<file path="src/rtl/tg_pkg.sv">
package tg_pkg;
  localparam int HIST_BITS = 6;
  localparam int HIST_BINS = 1 << HIST_BITS;
  localparam int FRAC_W    = 8;

  // bin index from the top bits of a magnitude
  function automatic logic [HIST_BITS-1:0] bin_of(input logic [31:0] mag, input int mag_w);
    logic [31:0] sh;
    sh = mag >> (mag_w - HIST_BITS);
    return sh[HIST_BITS-1:0];
  endfunction

  // upper edge of bin k
  function automatic logic [31:0] hi_of_bin(input logic [HIST_BITS-1:0] k, input int mag_w);
    int s;
    s = mag_w - HIST_BITS;
    return (32'(k) << s) | ((32'd1 << s) - 32'd1);
  endfunction

  // floor(hi * 102 / 256), 102 = 64 + 32 + 4 + 2
  function automatic logic [31:0] lo_of_hi(input logic [31:0] hi);
    logic [39:0] w;
    logic [39:0] acc;
    w   = {8'b0, hi};
    acc = (w << 6) + (w << 5) + (w << 2) + (w << 1);
    return acc[39:8];
  endfunction

  // 256 * cum >= q * total
  function automatic logic reached(input logic [31:0] cum, input logic [31:0] total,
                                   input logic [FRAC_W-1:0] q);
    logic [63:0] lhs;
    logic [63:0] rhs;
    lhs = {24'b0, cum, 8'b0};
    rhs = 64'(total) * 64'(q);
    return lhs >= rhs;
  endfunction
endpackage

</file>
<file path="src/rtl/tg_hist.sv">
module tg_hist #(
  parameter int CNT_W = 11
) (
  input  logic                          clk,
  input  logic                          rst_n,
  input  logic                          clr,
  input  logic                          inc,
  input  logic [tg_pkg::HIST_BITS-1:0]  bin,
  input  logic [tg_pkg::HIST_BITS-1:0]  rd_idx,
  output logic [CNT_W-1:0]              rd_cnt
);
  localparam int NB = tg_pkg::HIST_BINS;

  logic [NB*CNT_W-1:0] cnt_flat;

  for (genvar g = 0; g < NB; g++) begin : g_bin
    logic             hit;
    logic [CNT_W-1:0] cnt;
    assign hit = inc && (bin == tg_pkg::HIST_BITS'(g));
    always_ff @(posedge clk or negedge rst_n) begin
      if (!rst_n)    cnt <= '0;
      else if (clr)  cnt <= hit ? CNT_W'(1) : '0;
      else if (hit)  cnt <= cnt + CNT_W'(1);
    end
    assign cnt_flat[g*CNT_W +: CNT_W] = cnt;
  end

  assign rd_cnt = cnt_flat[32'(rd_idx)*CNT_W +: CNT_W];
endmodule

</file>
<file path="src/rtl/tg_intake.sv">
module tg_intake #(
  parameter int CNT_W  = 11,
  parameter int TYPE_W = 2
) (
  input  logic              clk,
  input  logic              rst_n,
  input  logic              in_valid,
  input  logic              in_sob,
  input  logic              in_eob,
  input  logic [TYPE_W-1:0] in_type,
  input  logic              busy,
  output logic              smp_acc,
  output logic              sob_acc,
  output logic              eob_acc,
  output logic [CNT_W-1:0]  pix_cnt,
  output logic [TYPE_W-1:0] type_q
);
  logic in_blk;

  assign smp_acc = in_valid && !busy && (in_sob || in_blk);
  assign sob_acc = smp_acc && in_sob;
  assign eob_acc = smp_acc && in_eob;

  always_ff @(posedge clk or negedge rst_n) begin
    if (!rst_n) begin
      in_blk  <= 1'b0;
      pix_cnt <= '0;
      type_q  <= '0;
    end else begin
      if (eob_acc)      in_blk <= 1'b0;
      else if (sob_acc) in_blk <= 1'b1;
      if (sob_acc) begin
        pix_cnt <= CNT_W'(1);
        type_q  <= in_type;
      end else if (smp_acc) begin
        pix_cnt <= pix_cnt + CNT_W'(1);
      end
    end
  end
endmodule

</file>
<file path="src/rtl/tg_scan.sv">
module tg_scan #(
  parameter int MAG_W = 10,
  parameter int CNT_W = 11
) (
  input  logic                          clk,
  input  logic                          rst_n,
  input  logic                          start,
  input  logic [CNT_W-1:0]              total,
  input  logic [tg_pkg::FRAC_W-1:0]     q,
  input  logic [CNT_W-1:0]              rd_cnt,
  output logic [tg_pkg::HIST_BITS-1:0]  rd_idx,
  output logic                          busy,
  output logic                          out_valid,
  output logic [MAG_W-1:0]              out_hi,
  output logic [MAG_W-1:0]              out_lo
);
  localparam logic [tg_pkg::HIST_BITS-1:0] LAST = '1;

  logic [CNT_W-1:0] cum_q;
  logic [CNT_W-1:0] cum_nx;
  logic             hit;
  logic             stop;
  logic [31:0]      hi_w;

  always_comb begin
    cum_nx = cum_q + rd_cnt;
    hit    = tg_pkg::reached(32'(cum_nx), 32'(total), q);
    stop   = hit || (rd_idx == LAST);
    hi_w   = tg_pkg::hi_of_bin(rd_idx, MAG_W);
  end

  always_ff @(posedge clk or negedge rst_n) begin
    if (!rst_n) begin
      busy      <= 1'b0;
      rd_idx    <= '0;
      cum_q     <= '0;
      out_valid <= 1'b0;
      out_hi    <= '0;
      out_lo    <= '0;
    end else begin
      out_valid <= 1'b0;
      if (start) begin
        busy   <= 1'b1;
        rd_idx <= '0;
        cum_q  <= '0;
      end else if (busy) begin
        if (stop) begin
          busy      <= 1'b0;
          out_valid <= 1'b1;
          out_hi    <= MAG_W'(hi_w);
          out_lo    <= MAG_W'(tg_pkg::lo_of_hi(hi_w));
        end else begin
          rd_idx <= rd_idx + 1'b1;
          cum_q  <= cum_nx;
        end
      end
    end
  end
endmodule

</file>
<file path="src/rtl/tile_thresh_gen.sv">
module tile_thresh_gen #(
  parameter int MAG_W   = 10,
  parameter int MAX_PIX = 1024,
  parameter int TYPE_W  = 2,
  parameter logic [(1<<TYPE_W)*8-1:0] PCT_TABLE = {8'd128, 8'd179, 8'd200, 8'd230}
) (
  input  logic              clk,
  input  logic              rst_n,
  input  logic              in_valid,
  input  logic              in_sob,
  input  logic              in_eob,
  input  logic [MAG_W-1:0]  in_mag,
  input  logic [TYPE_W-1:0] in_type,
  output logic              busy,
  output logic              out_valid,
  output logic [MAG_W-1:0]  out_hi,
  output logic [MAG_W-1:0]  out_lo
);
  localparam int CNT_W = $clog2(MAX_PIX + 1);
  localparam int FW    = tg_pkg::FRAC_W;

  // named internal events
  logic                         smp_acc;
  logic                         sob_acc;
  logic                         eob_acc;
  logic [CNT_W-1:0]             pix_cnt;
  logic [TYPE_W-1:0]            type_q;
  logic [FW-1:0]                q_sel;
  logic [tg_pkg::HIST_BITS-1:0] bin_idx;
  logic [tg_pkg::HIST_BITS-1:0] rd_idx;
  logic [CNT_W-1:0]             rd_cnt;

  assign bin_idx = tg_pkg::bin_of(32'(in_mag), MAG_W);
  assign q_sel   = PCT_TABLE[32'(type_q)*FW +: FW];

  tg_intake #(.CNT_W(CNT_W), .TYPE_W(TYPE_W)) u_intake (
    .clk(clk), .rst_n(rst_n), .in_valid(in_valid), .in_sob(in_sob), .in_eob(in_eob),
    .in_type(in_type), .busy(busy), .smp_acc(smp_acc), .sob_acc(sob_acc),
    .eob_acc(eob_acc), .pix_cnt(pix_cnt), .type_q(type_q)
  );

  tg_hist #(.CNT_W(CNT_W)) u_hist (
    .clk(clk), .rst_n(rst_n), .clr(sob_acc), .inc(smp_acc), .bin(bin_idx),
    .rd_idx(rd_idx), .rd_cnt(rd_cnt)
  );

  tg_scan #(.MAG_W(MAG_W), .CNT_W(CNT_W)) u_scan (
    .clk(clk), .rst_n(rst_n), .start(eob_acc), .total(pix_cnt), .q(q_sel),
    .rd_cnt(rd_cnt), .rd_idx(rd_idx), .busy(busy), .out_valid(out_valid),
    .out_hi(out_hi), .out_lo(out_lo)
  );
endmodule

</file>
<file path="config.mk">
export PLATFORM = sky130hd
export DESIGN_NAME = tile_thresh_gen
export DESIGN_NICKNAME = d
export VERILOG_FILES = /design/src/rtl/tg_pkg.sv /design/src/rtl/tg_hist.sv /design/src/rtl/tg_intake.sv /design/src/rtl/tg_scan.sv /design/src/rtl/tile_thresh_gen.sv
export SDC_FILE = /design/constraint.sdc
export NUM_CORES = 2
export LEC_CHECK = 0
export ABC_CLOCK_PERIOD_IN_PS = 6250
export BUFFER_PORTS_ARGS = -buffer_cell sky130_fd_sc_hd__buf_2
export CAP_MARGIN = 20
export CORE_AREA = 2 2 304 306
export DETAILED_ROUTE_END_ITERATION = 6
export DIE_AREA = 0 0 306 308
export PLACE_DENSITY = 0.67
export SYNTH_ARGS = -nofsm -noshare
export SYNTH_HDL_FRONTEND = slang
export SYNTH_SLANG_ARGS = --single-unit
</file>
<file path="constraint.sdc">
create_clock -name clk -period 6.25 [get_ports clk]
set_clock_uncertainty 0.1 [all_clocks]
set_input_delay 1.25 -clock clk [delete_from_list [all_inputs] [get_ports clk]]
set_output_delay 1.25 -clock clk [all_outputs]
set_load 0.05 [all_outputs]
</file>
==> flow_metrics.tcl <==
set metrics [dict create \
    status "finished with violations" \
    failed_checks "negative setup slack" \
    io_pins 39 \
    min_path_type "flop to flop" \
    hold_path_startpoint "u_scan.out_lo[3]" \
    drtIter0Drc 2694 \
    cts_hold_buf 0 \
    required_ns 6.67 \
    slew_viol_final 0 \
    synth_area_sq_um 45100 \
    clk_pin_slew_ns 0.06 \
    period_share_pct 107 \
    hold_violations 0 \
    die_height_um 308 \
    path_cells "buf_6 -> nand2b_4 -> nor2_2 -> fa_1 -> fa_2 -> fa_1 -> fa_1 -> ha_2 -> or4_4 -> o211a_1 -> o21ai_2 -> or4b_4 -> o311a_1 -> ha_4 -> nand4_1 -> a2111oi_2 -> nand4_1 -> buf_4 -> nor3_4 -> buf_6 -> o21ai_4 -> buf_6 -> nand2_1 -> o21ai_0" \
    ys_warn_count 0 \
    die_area_sq_um 94200 \
    tightest_slew_ns 1.11 \
    synth_top_area_share_pct 41.9 \
    worst_slack_ns -0.428 \
    vias 34293 \
    cpLargestDelayFamily "adder cells" \
    cts_htree_levels 3 \
    synth_cells 4404 \
    critPathMaxFanout 7 \
    setup_viol 36 \
    worst_setup_path_start_kind "flop" \
    clk-insertion-delay-late_ns 0.65 \
    final_util_pct 56.0 \
    fin_tns_setup_ns -12.77 \
    ys_seq_elements 754 \
    synth_area_leader_cell "dfrtp_1" \
    synth_area_leaders "dfrtp_1, mux4_2, xor2_1" \
    cts_buffer_depth 3 \
    ir_drop_v 0.000230 \
    max_stage_delay_ns 0.59 \
    portBuffers 34 \
    dr.pass1.iters 5 \
    max-slew-margin-rel_pct 25.8 \
    crit_type "flop to flop" \
    post-route-min-period_ns 6.68 \
    area_growth_pct 13.1 \
    worstPathArrival_ns 7.10 \
    antenna_found_initial 8 \
    end_kind "flop" \
    drive_gt1_share_pct 15.5 \
    fmax_ghz 0.150 \
    route.detailed.drc 0 \
    syn_avg_cell_area_sq_um 10.2 \
    die_x_um 306 \
    nNetsFinal 4781 \
    grt_pass1_vias 33405 \
    gr-total-overflow 0 \
    synth_common_cells "dfrtp_1, nor2_1, nand2_1" \
    timing.rr.start "u_intake.type_q[1]" \
    cts_tree "done" \
    ant_nets 0 \
    synthArstFlopShare_pct 100 \
    ctsRootBufferMaster "clkbuf_16" \
    synth_cell_types 67 \
    cts_sinks 754 \
    core_sq_um 91000 \
    numCtsBuffers 85 \
    power.leakage_nw 23.3 \
    grt_first_pass_wirelength_mm 189 \
    slowest_stage "fa_2" \
    gp_congestion 0.898 \
    grt_max_degree 126 \
    ys.flop_type "dfrtp_1" \
    ys_seq_area_share_pct 41.9 \
    crit_buf_inv 4 \
    start_util_pct 49.5 \
    yosysMostFrequentCell "dfrtp_1" \
    power_density_nw_per_um2 276 \
    rsz0062_at_grt "yes" \
    num_rows 111 \
    grt_usage_pct 25.2 \
    wl_mm 117 \
    drv_cap 0 \
    avgViaCountPerCell 5.90 \
    crit_start "u_intake.type_q[1]" \
    hpwlAfterDp_mm 83.9 \
    wl_per_cell_um 20.1 \
    synth_nets 4627 \
    synth_edf_count 0 \
]
## what timing repair did
action | 4_1_cts | 5_1_grt
cloned | 1 | 2
setup endpoints to repair | 36 | 36
resized for setup | 24 | 22
pin swaps | 21 | 12
buffers inserted | 8 | 3
## layer usage
layer / track usage [%] / share of wire [%] / vias to the layer above
li1: - / - / 15821
met4: 7.63 / 3.0 / 6
met1: 35.3 / 44 / 17397
met5: 0 / 0.030 / -
met2: 40.9 / 47 / 878
met3: 3.63 / 5.8 / 191
## final timing paths
path | endpoint | slack, ns | cells after the start
worst min-delay path | u_scan.out_lo[3] | 0.38 | 2
worst max-delay path | u_scan.out_hi[6] | -0.43 | 24
max in group asynchronous | u_scan.out_hi[5] | 4.35 | 2
min in group asynchronous | u_hist.g_bin[15].cnt[5] | 0.51 | 1
worst max register to register | u_scan.out_hi[6] | -0.43 | 24
worst min register to register | u_scan.out_lo[3] | 0.38 | 2
## worst reg2reg max path, delay by kind of cell, from the launching register on
family	cells	cell delay, ns
adder cells (fa/ha/maj)	6	2.49
AND/OR/NAND/NOR	8	1.73
AO/OA/AOI/OAI	6	1.12
buffers and inverters	4	0.66
flip-flops	1	0.46
## cell type report
type | instances | area (sq um)
Antenna cell | 2 | 5.00
Clock buffer | 128 | 2530
Clock inverter | 25 | 367
Fill cell | 7855 | 40000
Inverter | 147 | 558
Multi-Input combinational cell | 3328 | 25100
Sequential cell | 754 | 18900
Tap cell | 1186 | 1480
Timing Repair Buffer | 242 | 2020
## power breakdown
part           total (mW)  internal (mW)  leakage, nW  switching (mW)
Sequential           5.11           4.99         10.5           0.126
Clock                5.23           3.13         1.43            2.10
Combinational        3.71           1.56         11.4            2.16
Total                14.1           9.67         23.3            4.39
## flip-flops by register name, indices dropped and copies added, names as in the netlist
| signal | count |
|---|---|
| u_hist.g_bin.cnt | 704 |
| u_intake.in_blk | 1 |
| u_intake.pix_cnt | 11 |
| u_intake.type_q | 2 |
| u_scan.busy | 1 |
| u_scan.cum_q | 11 |
| u_scan.out_hi | 7 |
| u_scan.out_lo | 10 |
| u_scan.out_valid | 1 |
| u_scan.rd_idx | 6 |
## per-stage QoR
| step | instance area (sq um) | cells | setup slack, ns | hold WS [ns] | power, mW |
|---|---|---|---|---|---|
| 2_1_floorplan | 45200 | 4404 | -0.207 | 0.367 | 7.61 |
| 6_report | 50900 | 5812 | -0.428 | 0.382 | 14.1 |
| 5_1_grt | 50900 | 5810 | -0.700 | 0.394 | 14.7 |
| 3_5_place_dp | 47800 | 5643 | -0.723 | 0.377 | 8.78 |
| 4_1_cts | 50800 | 5805 | -0.442 | 0.390 | 14.1 |
| 3_3_place_gp | 47800 | 5643 | -0.580 | 0.365 | 8.74 |
## placed cells by master (no fill, tap or decap), types with 21 or more instances in the layout
master	instances
o21ai_0	224
nor2_2	26
mux2i_1	26
nor2_4	22
buf_4	179
nor2b_1	32
inv_1	144
xnor2_1	146
clkbuf_16	87
buf_2	33
mux4_2	220
nor3_1	37
a21oi_1	228
nand4_1	106
nand3_1	81
o2111ai_1	55
xor2_1	378
nor2_1	538
o211a_1	57
dfrtp_1	749
clkbuf_1	21
and3_1	90
nand2_1	526
ha_1	141
or3_1	164
fa_1	54
## kinds of logic after synthesis
kind of cell,count (synthesis),synth area share [%]
AOI/OAI and AO/OA,659,9.05
adders and majority gates,206,6.69
muxes,249,11.6
xor gates and xnor gates,524,10.2
DFF,754,41.9
buffers and inverters,323,2.95
and+or+nand+nor,1689,17.6
No activity file was read; power rests on OpenSTA's default activity.
